## src/rtl/jne_pkg.sv

```systemverilog
// Shared types for the JTAG nibble command engine.
package jne_pkg;

    // Class of a decoded 4-bit command
    typedef enum logic [2:0] {
        NK_NOP,
        NK_ESCAPE,
        NK_RESERVED,
        NK_DRIVE,
        NK_COMPARE
    } nib_kind_t;

    // Decoded command fields
    typedef struct packed {
        nib_kind_t kind;
        logic      tms;
        logic      tdi;
        logic      exp_tdo;
    } nib_cmd_t;

    // Phases of one TCK cycle
    typedef enum logic [1:0] {
        PH_IDLE,
        PH_SETUP,
        PH_LOW,
        PH_HIGH
    } tck_phase_t;

    // Top-level sequencer states
    typedef enum logic [2:0] {
        SQ_RST_GO,
        SQ_RST_WAIT,
        SQ_IDLE,
        SQ_DECODE,
        SQ_PULSE
    } seq_state_t;

endpackage

```

## src/rtl/jne_decode.sv

```systemverilog
// Nibble decoder: classifies one 4-bit command and extracts its pin levels.
// Assumes: purely combinational; escape operand handling lives in the sequencer.
module jne_decode
    import jne_pkg::*;
(
    input  logic [3:0] nib,
    output nib_cmd_t   cmd
);

    // Map nibble patterns onto command classes
    always_comb begin
        cmd.tms     = nib[1];
        cmd.tdi     = nib[0];
        cmd.exp_tdo = nib[2];
        casez (nib)
            4'b0000: cmd.kind = NK_NOP;
            4'b0001: cmd.kind = NK_ESCAPE;
            4'b001?: cmd.kind = NK_RESERVED;
            4'b01??: cmd.kind = NK_DRIVE;
            default: cmd.kind = NK_COMPARE;
        endcase
    end

endmodule

```

## src/rtl/jne_tck_gen.sv

```systemverilog
// TCK cycle generator: one setup clock with TCK high, then STRETCH+1 clocks low
// and STRETCH+1 clocks high. Pin levels and stretch are latched at start.
// Assumes: start is only raised while the generator is idle; abort returns it
// to idle with TCK high in one clock.
module jne_tck_gen
    import jne_pkg::*;
#(
    parameter int STRETCH_W = 8
) (
    input  logic                 clk,
    input  logic                 rst_n,
    input  logic                 abort,
    input  logic                 start,
    input  logic                 tms_in,
    input  logic                 tdi_in,
    input  logic [STRETCH_W-1:0] stretch,
    output logic                 tck,
    output logic                 tms,
    output logic                 tdi,
    output logic                 done
);

    tck_phase_t           phase_q;
    logic [STRETCH_W-1:0] cnt_q;
    logic [STRETCH_W-1:0] len_q;
    logic                 tms_q;
    logic                 tdi_q;

    // Phase sequencing and pin latching
    always_ff @(posedge clk) begin
        if (!rst_n) begin
            phase_q <= PH_IDLE;
            cnt_q   <= '0;
            len_q   <= '0;
            tms_q   <= 1'b1;
            tdi_q   <= 1'b1;
        end else if (abort) begin
            phase_q <= PH_IDLE;
            cnt_q   <= '0;
        end else begin
            case (phase_q)
                PH_IDLE: begin
                    if (start) begin
                        tms_q   <= tms_in;
                        tdi_q   <= tdi_in;
                        len_q   <= stretch;
                        cnt_q   <= '0;
                        phase_q <= PH_SETUP;
                    end
                end
                PH_SETUP: begin
                    cnt_q   <= '0;
                    phase_q <= PH_LOW;
                end
                PH_LOW: begin
                    if (cnt_q == len_q) begin
                        cnt_q   <= '0;
                        phase_q <= PH_HIGH;
                    end else begin
                        cnt_q <= cnt_q + 1'b1;
                    end
                end
                default: begin
                    if (cnt_q == len_q) begin
                        cnt_q   <= '0;
                        phase_q <= PH_IDLE;
                    end else begin
                        cnt_q <= cnt_q + 1'b1;
                    end
                end
            endcase
        end
    end

    assign tck  = (phase_q != PH_LOW);
    assign tms  = tms_q;
    assign tdi  = tdi_q;
    assign done = (phase_q == PH_HIGH) && (cnt_q == len_q);

endmodule

```

## src/rtl/jne_flags.sv

```systemverilog
// Host-visible flags: sticky TDO error and sync value.
// Assumes: clears take priority over sets in the same clock.
module jne_flags #(
    parameter int SYNC_W = 4
) (
    input  logic              clk,
    input  logic              rst_n,
    input  logic              host_rst,
    input  logic              clr_err,
    input  logic              clr_sync,
    input  logic              err_set,
    input  logic              sync_load,
    input  logic [SYNC_W-1:0] sync_din,
    output logic              err_flag,
    output logic [SYNC_W-1:0] sync_val
);

    // Sticky error bit
    always_ff @(posedge clk) begin
        if (!rst_n || host_rst) err_flag <= 1'b0;
        else if (clr_err)       err_flag <= 1'b0;
        else if (err_set)       err_flag <= 1'b1;
    end

    // Sync value register
    always_ff @(posedge clk) begin
        if (!rst_n || host_rst) sync_val <= '0;
        else if (clr_sync)      sync_val <= '0;
        else if (sync_load)     sync_val <= sync_din;
    end

endmodule

```

## src/rtl/jne_engine.sv

```systemverilog
// JTAG nibble command engine top: accepts command bytes, runs the low nibble
// then the high nibble, drives TCK/TMS/TDI and checks TDO on compare commands.
// Assumes: rst_n is synchronous active-low; host_rst is a one-clock pulse that
// aborts any work and replays the TAP reset sequence.
module jne_engine
    import jne_pkg::*;
#(
    parameter int TIM_W      = 8,
    parameter int RST_PULSES = 16
) (
    input  logic             clk,
    input  logic             rst_n,
    input  logic             host_rst,
    input  logic [7:0]       in_data,
    input  logic             in_valid,
    output logic             in_ready,
    input  logic [TIM_W-1:0] tim_val,
    input  logic             tim_load,
    input  logic             clr_err,
    input  logic             clr_sync,
    output logic             tck,
    output logic             tms,
    output logic             tdi,
    input  logic             tdo,
    output logic             err_flag,
    output logic [3:0]       sync_val,
    output logic             busy
);

    localparam int RST_CNT_W = (RST_PULSES > 1) ? $clog2(RST_PULSES) : 1;
    localparam logic [RST_CNT_W-1:0] RST_LAST = RST_CNT_W'(RST_PULSES - 1);

    seq_state_t           state_q;
    logic [7:0]           byte_q;
    logic                 nib_hi_q;
    logic                 skip_q;
    logic                 chk_q;
    logic                 exp_q;
    logic [RST_CNT_W-1:0] rst_cnt_q;
    logic [TIM_W-1:0]     tim_q;

    logic [3:0]       cur_nib;
    nib_cmd_t         cmd;
    logic             drv_start;
    logic             drv_tms;
    logic             drv_tdi;
    logic             drv_done;
    logic [TIM_W-1:0] drv_stretch;
    logic             sync_load;
    logic             err_set;

    assign cur_nib = nib_hi_q ? byte_q[7:4] : byte_q[3:0];

    jne_decode u_decode (
        .nib (cur_nib),
        .cmd (cmd)
    );

    // Choose what the TCK generator and flag registers receive this clock
    always_comb begin
        drv_start   = 1'b0;
        drv_tms     = 1'b1;
        drv_tdi     = 1'b1;
        drv_stretch = tim_q;
        sync_load   = 1'b0;
        err_set     = 1'b0;
        case (state_q)
            SQ_RST_GO: begin
                drv_start   = 1'b1;
                drv_stretch = '0;
            end
            SQ_DECODE: begin
                if (skip_q) begin
                    sync_load = 1'b1;
                end else if (cmd.kind == NK_DRIVE || cmd.kind == NK_COMPARE) begin
                    drv_start = 1'b1;
                    drv_tms   = cmd.tms;
                    drv_tdi   = cmd.tdi;
                end
            end
            SQ_PULSE: begin
                err_set = drv_done && chk_q && (tdo != exp_q);
            end
            default: ;
        endcase
    end

    // Sequencer: reset pulses, byte intake and nibble stepping
    always_ff @(posedge clk) begin
        if (!rst_n) begin
            state_q   <= SQ_RST_GO;
            byte_q    <= '0;
            nib_hi_q  <= 1'b0;
            skip_q    <= 1'b0;
            chk_q     <= 1'b0;
            exp_q     <= 1'b0;
            rst_cnt_q <= '0;
            tim_q     <= '0;
        end else if (host_rst) begin
            state_q   <= SQ_RST_GO;
            nib_hi_q  <= 1'b0;
            skip_q    <= 1'b0;
            rst_cnt_q <= '0;
            tim_q     <= '0;
        end else begin
            if (tim_load) tim_q <= tim_val;
            case (state_q)
                SQ_RST_GO: state_q <= SQ_RST_WAIT;
                SQ_RST_WAIT: begin
                    if (drv_done) begin
                        if (rst_cnt_q == RST_LAST) begin
                            state_q <= SQ_IDLE;
                        end else begin
                            rst_cnt_q <= rst_cnt_q + 1'b1;
                            state_q   <= SQ_RST_GO;
                        end
                    end
                end
                SQ_IDLE: begin
                    if (in_valid) begin
                        byte_q   <= in_data;
                        nib_hi_q <= 1'b0;
                        state_q  <= SQ_DECODE;
                    end
                end
                SQ_DECODE: begin
                    if (!skip_q && (cmd.kind == NK_DRIVE || cmd.kind == NK_COMPARE)) begin
                        chk_q   <= (cmd.kind == NK_COMPARE);
                        exp_q   <= cmd.exp_tdo;
                        state_q <= SQ_PULSE;
                    end else begin
                        skip_q   <= !skip_q && (cmd.kind == NK_ESCAPE);
                        nib_hi_q <= 1'b1;
                        state_q  <= nib_hi_q ? SQ_IDLE : SQ_DECODE;
                    end
                end
                default: begin
                    if (drv_done) begin
                        nib_hi_q <= 1'b1;
                        state_q  <= nib_hi_q ? SQ_IDLE : SQ_DECODE;
                    end
                end
            endcase
        end
    end

    jne_tck_gen #(
        .STRETCH_W (TIM_W)
    ) u_tck_gen (
        .clk     (clk),
        .rst_n   (rst_n),
        .abort   (host_rst),
        .start   (drv_start),
        .tms_in  (drv_tms),
        .tdi_in  (drv_tdi),
        .stretch (drv_stretch),
        .tck     (tck),
        .tms     (tms),
        .tdi     (tdi),
        .done    (drv_done)
    );

    jne_flags #(
        .SYNC_W (4)
    ) u_flags (
        .clk       (clk),
        .rst_n     (rst_n),
        .host_rst  (host_rst),
        .clr_err   (clr_err),
        .clr_sync  (clr_sync),
        .err_set   (err_set),
        .sync_load (sync_load),
        .sync_din  (cur_nib),
        .err_flag  (err_flag),
        .sync_val  (sync_val)
    );

    assign in_ready = (state_q == SQ_IDLE) && !host_rst;
    assign busy     = (state_q != SQ_IDLE);

endmodule

```

## config.mk

```make
export PLATFORM = sky130hd
export DESIGN_NAME = jne_engine
export DESIGN_NICKNAME = d
export VERILOG_FILES = /design/src/rtl/jne_pkg.sv /design/src/rtl/jne_decode.sv /design/src/rtl/jne_tck_gen.sv /design/src/rtl/jne_flags.sv /design/src/rtl/jne_engine.sv
export SDC_FILE = /design/constraint.sdc
export NUM_CORES = 1
export LEC_CHECK = 0
export BUFFER_PORTS_ARGS = -buffer_cell sky130_fd_sc_hd__buf_4
export CORE_MARGIN = 10
export CORE_UTILIZATION = 57
export CTS_BUF_LIST = sky130_fd_sc_hd__clkbuf_4 sky130_fd_sc_hd__clkbuf_8 sky130_fd_sc_hd__clkbuf_16
export DETAILED_ROUTE_END_ITERATION = 8
export GPL_ROUTABILITY_DRIVEN = 0
export HOLD_SLACK_MARGIN = 0.1
export MAX_ROUTING_LAYER = met4
export PLACE_DENSITY = 0.83
export SYNTH_ARGS = -nofsm -noshare
export SYNTH_HDL_FRONTEND = slang
export SYNTH_SLANG_ARGS = --single-unit
```

## constraint.sdc

```tcl
create_clock -name clk -period 3 [get_ports clk]
set_input_delay 0.3 -clock clk [delete_from_list [all_inputs] [get_ports clk]]
set_output_delay 0.3 -clock clk [all_outputs]
set_load 0.01 [all_outputs]
```

### Word level (Yosys, flattened, before mapping)

Index checks and enable logic that the tools add are counted.

| storage, ports and cells | value |
|---|---|
| bits in registers | 52 |
| input port bits | 24 |
| word-level logic and storage cells | 107 |

| operators by class | value |
|---|---|
| add/sub/neg operators | 2 |
| eq/ne operators | 23 |
| mux-type cells | 33 |
| bitwise gates (word level) | 5 |
| reduce and logical (&&, ||, !) cells | 29 |

Operator list:

| kind | count |
|---|---|
| two-way mux 8 bit | 3 |
| case mux 3 bit (4 select lines) | 2 |
| AND reduction 3 bit | 6 |
| case mux 8 bit (2 select lines) | 1 |
| two-way mux 1 bit | 15 |
| two-way mux 3 bit | 4 |
| inequality test 2 bit (second input constant) | 5 |
| equality test 3 x 1 -> 1 bit (second input constant) | 3 |
| equality test 3 x 2 -> 1 bit (second input constant) | 3 |
| adder 8 x 1 -> 8 bit (second input constant) | 1 |
| equality test 8 bit | 1 |
| two-way mux 2 bit | 4 |
| OR reduction 2 bit | 4 |
| equality test 3 bit (second input constant) | 2 |
| logical AND 1 bit | 6 |
| case mux 2 bit (3 select lines) | 1 |
| nonzero test 3 bit | 2 |
| NOT 1 bit | 5 |
| adder 4 x 1 -> 4 bit (second input constant) | 1 |
| equality test 2 x 1 -> 1 bit (second input constant) | 2 |
| equality test 2 bit (second input constant) | 2 |
| equality test 4 x 1 -> 1 bit (second input constant) | 1 |
| equality test 4 bit (second input constant) | 1 |
| zero test 4 bit | 1 |
| other kinds (13) | 16 |

### Depth between registers and ports, before layout

| depth | value |
|---|---|
| depth after elaboration | 10 |
| mapped depth | 8 |
| gate-level depth less buffers | 7 |

### Cells and area by module

A second synthesis with hierarchy kept.

| unflattened totals | value |
|---|---|
| cell total of the unflattened synthesis | 288 |
| area total of the unflattened synthesis | 2650.0 um^2 |

By module, submodules not included:

| module | times used | cells each | area each (um^2) | seq. area each (um^2) |
|---|---|---|---|---|
| jne_engine | 1 | 151 | 1361.3 | 540.5 |
| jne_tck_gen | 1 | 111 | 1053.5 | 400.4 |
| jne_flags | 1 | 17 | 182.7 | 100.1 |
| jne_decode | 1 | 9 | 52.6 | 0.0 |

### Worst setup path after synthesis

Ideal clock, no wire load.

| timing | value |
|---|---|
| path kind | reg-to-reg |
| start | register state_q[1] |
| end | register u_tck_gen.phase_q[0] |
| library setup time | 71 ps |
| arrival | 2083 ps |
| required time | 2929 ps |
| setup slack | 846 ps |
| stages on the path, launching flop included | 8 |
| cell sequence | dfxtp_1 -> nand3b_4 -> or4_4 -> buf_6 -> and3_4 -> buf_6 -> or4_1 -> a21oi_1 |

| on the way | value |
|---|---|
| cells in the longest elaborated chain, start to end | 4 |
| elaborated cells between the ends (all ways) | 5 |

RTL lines:

| element | line | RTL |
|---|---|---|
| start: declaration | jne_engine.sv:33 | `seq_state_t state_q;` |
| start signal: assignment | jne_engine.sv:134 | `state_q <= nib_hi_q ? SQ_IDLE : SQ_DECODE;` |
| start signal: assignment | jne_engine.sv:140 | `state_q <= nib_hi_q ? SQ_IDLE : SQ_DECODE;` |
| equality test 3 x 2 -> 1 bit or zero test 3 bit (tied branches) | jne_engine.sv:67 | `case (state_q)` |
| case mux 1 bit (2 select lines) * | jne_engine.sv:67 |  |
| inequality test 2 bit (no source line) * | -- |  |
| AND reduction 3 bit (no source line) * | -- |  |
| end signal: assignment | jne_tck_gen.sv:53 | `phase_q <= PH_LOW;` |
| end signal: assignment | jne_tck_gen.sv:58 | `phase_q <= PH_HIGH;` |
| end signal: assignment | jne_tck_gen.sv:66 | `phase_q <= PH_IDLE;` |
| end: declaration | jne_tck_gen.sv:23 | `tck_phase_t phase_q;` |

Every way passes the cells marked *; elsewhere a longest branch is shown, timed or not.
A chain may end at the register's enable or synchronous reset.

### Worst setup path after layout

| timing | value |
|---|---|
| start | register state_q[0] |
| end | register u_tck_gen.phase_q[0] |

The elaborated chain is that of the path after synthesis.

==> flow_summary.rst <==
.. list-table::
   :header-rows: 1

   * - Metric
     - Value
   * - Maximum vdd ir drop
     - 345 µV
   * - Pin count of the biggest net entering global routing
     - 24
   * - Path type of the worst min-delay path
     - primary input to register
   * - Number of enable-type register cells in the synthesized netlist
     - 0
   * - Number of levels the H-tree was split into
     - 2
   * - Maximum buffer depth of the clock tree
     - 2
   * - Clock Skew
     - 0.00616 ns
   * - Worst slack, placed
     - 0.705 ns
   * - CTS tree
     - yes
   * - Max-cap viol count
     - 0
   * - Die outline width
     - 86.0 µm
   * - Area share of xor/xnor cells in the synthesized design
     - 4.59%
   * - Ratio of cells with drive above 1 in the final layout
     - 16.1%
   * - Hold Startpoint
     - clr_err
   * - Series of cell instances along the critical path
     - nand3b_4, or4_4, and3_4, or4_1, a21oi_1
   * - Setup-failing EPs final
     - 0
   * - Largest family of logic cells by synthesized area
     - simple AND/OR/NAND/NOR gates
   * - Residual DRC count
     - 0
   * - Port buffer count
     - 33
   * - Yosys synthesis warning count
     - 0
   * - Cells after Synth
     - 283
   * - Min cycle time layout
     - 2.31 ns
   * - Antenna violations before repair
     - 0
   * - Type of element capturing the critical path
     - register
   * - Simple-gate share of the synthesized area
     - 24.8%
   * - Vias after detailed routing
     - 2058
   * - Effective utilization at floorplan
     - 60.3%
   * - Part of the Yosys area used for sequential elements
     - 42.0%
   * - Area fraction in compound gates after synthesis
     - 15.4%
   * - Static power due to leakage
     - 1.18 nW
   * - Endpoints failing hold
     - 0
   * - Fin. max-slew vios
     - 0
   * - Setup Crit Path Kind
     - register to register
   * - Main flop type after synthesis
     - sky130_fd_sc_hd__dfxtp_1
   * - Worst max-slew margin expressed relative to the limit
     - 38.4%
   * - Setup repair after global routing missed its margin
     - no
   * - Beginning of the worst register-to-register path
     - state_q[0]
   * - I/O pin count
     - 34
   * - Global-route wire length before repair
     - 9.38 mm
   * - Cell with the biggest individual delay on the critical path
     - sky130_fd_sc_hd__dfxtp_1
   * - Area used by multi-input combinational logic
     - 0.00135 mm²
   * - Measured slew at the worst slew-check pin
     - 0.924 ns
   * - CP Buf/Inv Count
     - 0
   * - Detailed route wirelength on metal3
     - 211 µm
   * - Drt via density
     - 5.70
   * - Gr ovfl total
     - 0
   * - Filler cell count in the final layout
     - 339
   * - Clock latency on the worst-skew pair
     - 0.30 ns
   * - Critical path's largest stage delay
     - 0.65 ns
   * - Status
     - completed
   * - Data arrival, critical path
     - 2.53 ns
   * - Clock root buffer
     - sky130_fd_sc_hd__clkbuf_8
   * - CTS-repair resized insts
     - 0
   * - Clock transition at the register clock pins on the worst setup and hold paths after CTS
     - 0.09 ns
   * - CTS hold repair buffers
     - 0
   * - Wirelength per Cell
     - 14.1 µm
   * - Topmost layer with routed signal wires
     - met4
   * - Combined global-route utilization of all metal layers
     - 15.3%
   * - Power per unit of standard cell area
     - 451 mW/mm²
   * - Number of buffers inserted to repair setup after CTS
     - 0
   * - Adder-cell share of the synthesized area
     - 3.03%
   * - Number of distinct library cell variants in the gate-level netlist after synthesis
     - 51
   * - Vias in the first global route
     - 2014
   * - Nets in the synthesized netlist
     - 313
   * - Clk sink count
     - 52
   * - Sequential cell area
     - 0.00104 mm²
   * - Startpoint of the worst setup timing path
     - state_q[0]
   * - # diodes
     - 0
   * - Area growth from synthesis to layout
     - 14.8%
   * - Row count
     - 23
   * - Max Fanout on Critical Path
     - 16
   * - Number of nets with antenna violations after routing
     - 0
   * - Number of synthesized register bits
     - 52
   * - Async set-reset flop share out of synthesis
     - 0%
   * - Total length of routed wires
     - 5.09 mm
   * - Die Outline Area
     - 0.00739 mm²
   * - Met2 wire len
     - 2.35 mm
   * - Number of clock buffers inserted by TritonCTS
     - 5
   * - Critical Path Source Type
     - register
   * - Detailed Place HPWL
     - 3.85 mm
   * - Final worst-path cycle share
     - 77.1%
   * - Final instance count without filler cells
     - 361
   * - Family with the most delay on the worst path
     - simple AND/OR/NAND/NOR gates
   * - Cell Area, Synth
     - 0.00248 mm²
   * - Initial DRC count
     - 133
   * - Total Negative Setup Slacks
     - 0 ns
   * - Count of TritonRoute iterations in the first routing pass
     - 4
   * - Worst setup margin
     - 0.686 ns
   * - Required @ worst endpoint
     - 3.22 ns
   * - Die Y
     - 86.0 µm
   * - Post-route total power
     - 1.29 mW
   * - Highest Clock Rate
     - 432 MHz
   * - Portion of netlist area occupied by mux cells
     - 6.51%
   * - Number of instances in the placed design
     - 353
   * - Met1 Routed Length
     - 2.48 mm
   * - Layout net count
     - 340
   * - Area of the core
     - 0.00412 mm²
   * - Mean area per synthesized cell
     - 8.76 µm²
report_power, final:
part | switching [mW] | internal, mW
sequential | 0.00832 | 0.696
clock | 0.225 | 0.261
combinational | 0.0504 | 0.0443
total | 0.283 | 1.00
final timing paths:
path	depth (start not counted)	end	slack (ns)
hold / removal	2	u_flags.err_flag	0.15
setup reg to reg	5	u_tck_gen.phase_q[0]	0.69
setup / recovery	5	u_tck_gen.phase_q[0]	0.69
hold reg to reg	2	byte_q[4]	0.47
layout by cell type, fill, tap and decap left out, types with 5 or more instances in the layout:
cell type,synthesis,routed
sky130_fd_sc_hd__a21boi_0,8,8
sky130_fd_sc_hd__a21oi_1,12,12
sky130_fd_sc_hd__and3_1,5,5
sky130_fd_sc_hd__buf_4,0,35
sky130_fd_sc_hd__clkbuf_8,0,5
sky130_fd_sc_hd__dfxtp_1,52,52
sky130_fd_sc_hd__ha_1,6,6
sky130_fd_sc_hd__inv_1,5,5
sky130_fd_sc_hd__mux2i_1,15,15
sky130_fd_sc_hd__nand2_1,30,30
sky130_fd_sc_hd__nand2b_1,6,6
sky130_fd_sc_hd__nand3_1,21,21
sky130_fd_sc_hd__nor2_1,26,26
sky130_fd_sc_hd__nor3_1,7,7
sky130_fd_sc_hd__o21ai_0,12,12
sky130_fd_sc_hd__xor2_1,10,10
cell families after synthesis:
kind of cell               count (synthesis)
AOI/OAI and AO/OA                         56
xor gates and xnor gates                  13
adders and majority gates                  6
buffers and inverters                     20
DFF                                       52
muxes                                     16
and+or+nand+nor                          120
sequential cells by signal, summed over array words and instances (netlist names), 2 cells and up:
register           count
state_q                3
rst_cnt_q              4
u_tck_gen.cnt_q        8
u_flags.sync_val       4
tim_q                  8
u_tck_gen.len_q        8
byte_q                 8
u_tck_gen.phase_q      2
layout make-up:
type / instances / share of cell area [%]
clock buffers: 6 / 2.68
clock inverters: 2 / 1.36
inverters: 5 / 0.659
multi-input cells: 211 / 47.3
flip-flops and latches: 52 / 36.6
well taps: 50 / 2.20
repair buffers: 35 / 9.23
layer usage:
metal  up-vias  global-route usage, %
li1       1062                      -
met1       950                   19.4
met2        42                   23.6
met3         4                   3.41
met4         0                   4.79
met5         -                      -
through the flow:
step	area, µm²	hold slack (ns)	util [%]
floorplan	2480	0.379	-
global route	2850	0.143	69.2
global placement	2730	0.450	66.4
finish	2850	0.147	69.2
detailed placement	2730	0.463	66.4
CTS	2850	0.140	69.2
cell usage after synthesis (all sizes together) (2+ instances only):
cell / number / area share (%)
inv: 5 / 0.76
nor3: 8 / 1.8
clkbuf: 10 / 1.5
nand4: 2 / 0.50
nor2b: 3 / 0.76
or4: 2 / 0.76
xnor2: 3 / 1.1
o21ai: 12 / 2.4
or3: 3 / 0.76
a211oi: 2 / 0.61
nand3b: 2 / 1.1
mux2i: 15 / 6.1
a2111oi: 3 / 1.1
and2: 2 / 0.50
nor4: 3 / 0.76
nor2: 26 / 3.9
a31oi: 4 / 1.0
and3: 6 / 1.7
a21oi: 12 / 2.4
dfxtp: 52 / 42
ha: 6 / 3.0
xor2: 10 / 3.5
buf: 5 / 1.5
o211a: 2 / 0.81
nand2b: 6 / 1.5
nor3b: 2 / 0.61
nand2: 30 / 4.5
a21boi: 8 / 2.4
a22o: 3 / 1.1
o211ai: 2 / 0.61
nand3: 21 / 4.2
Power figures use the tool's default switching activity.
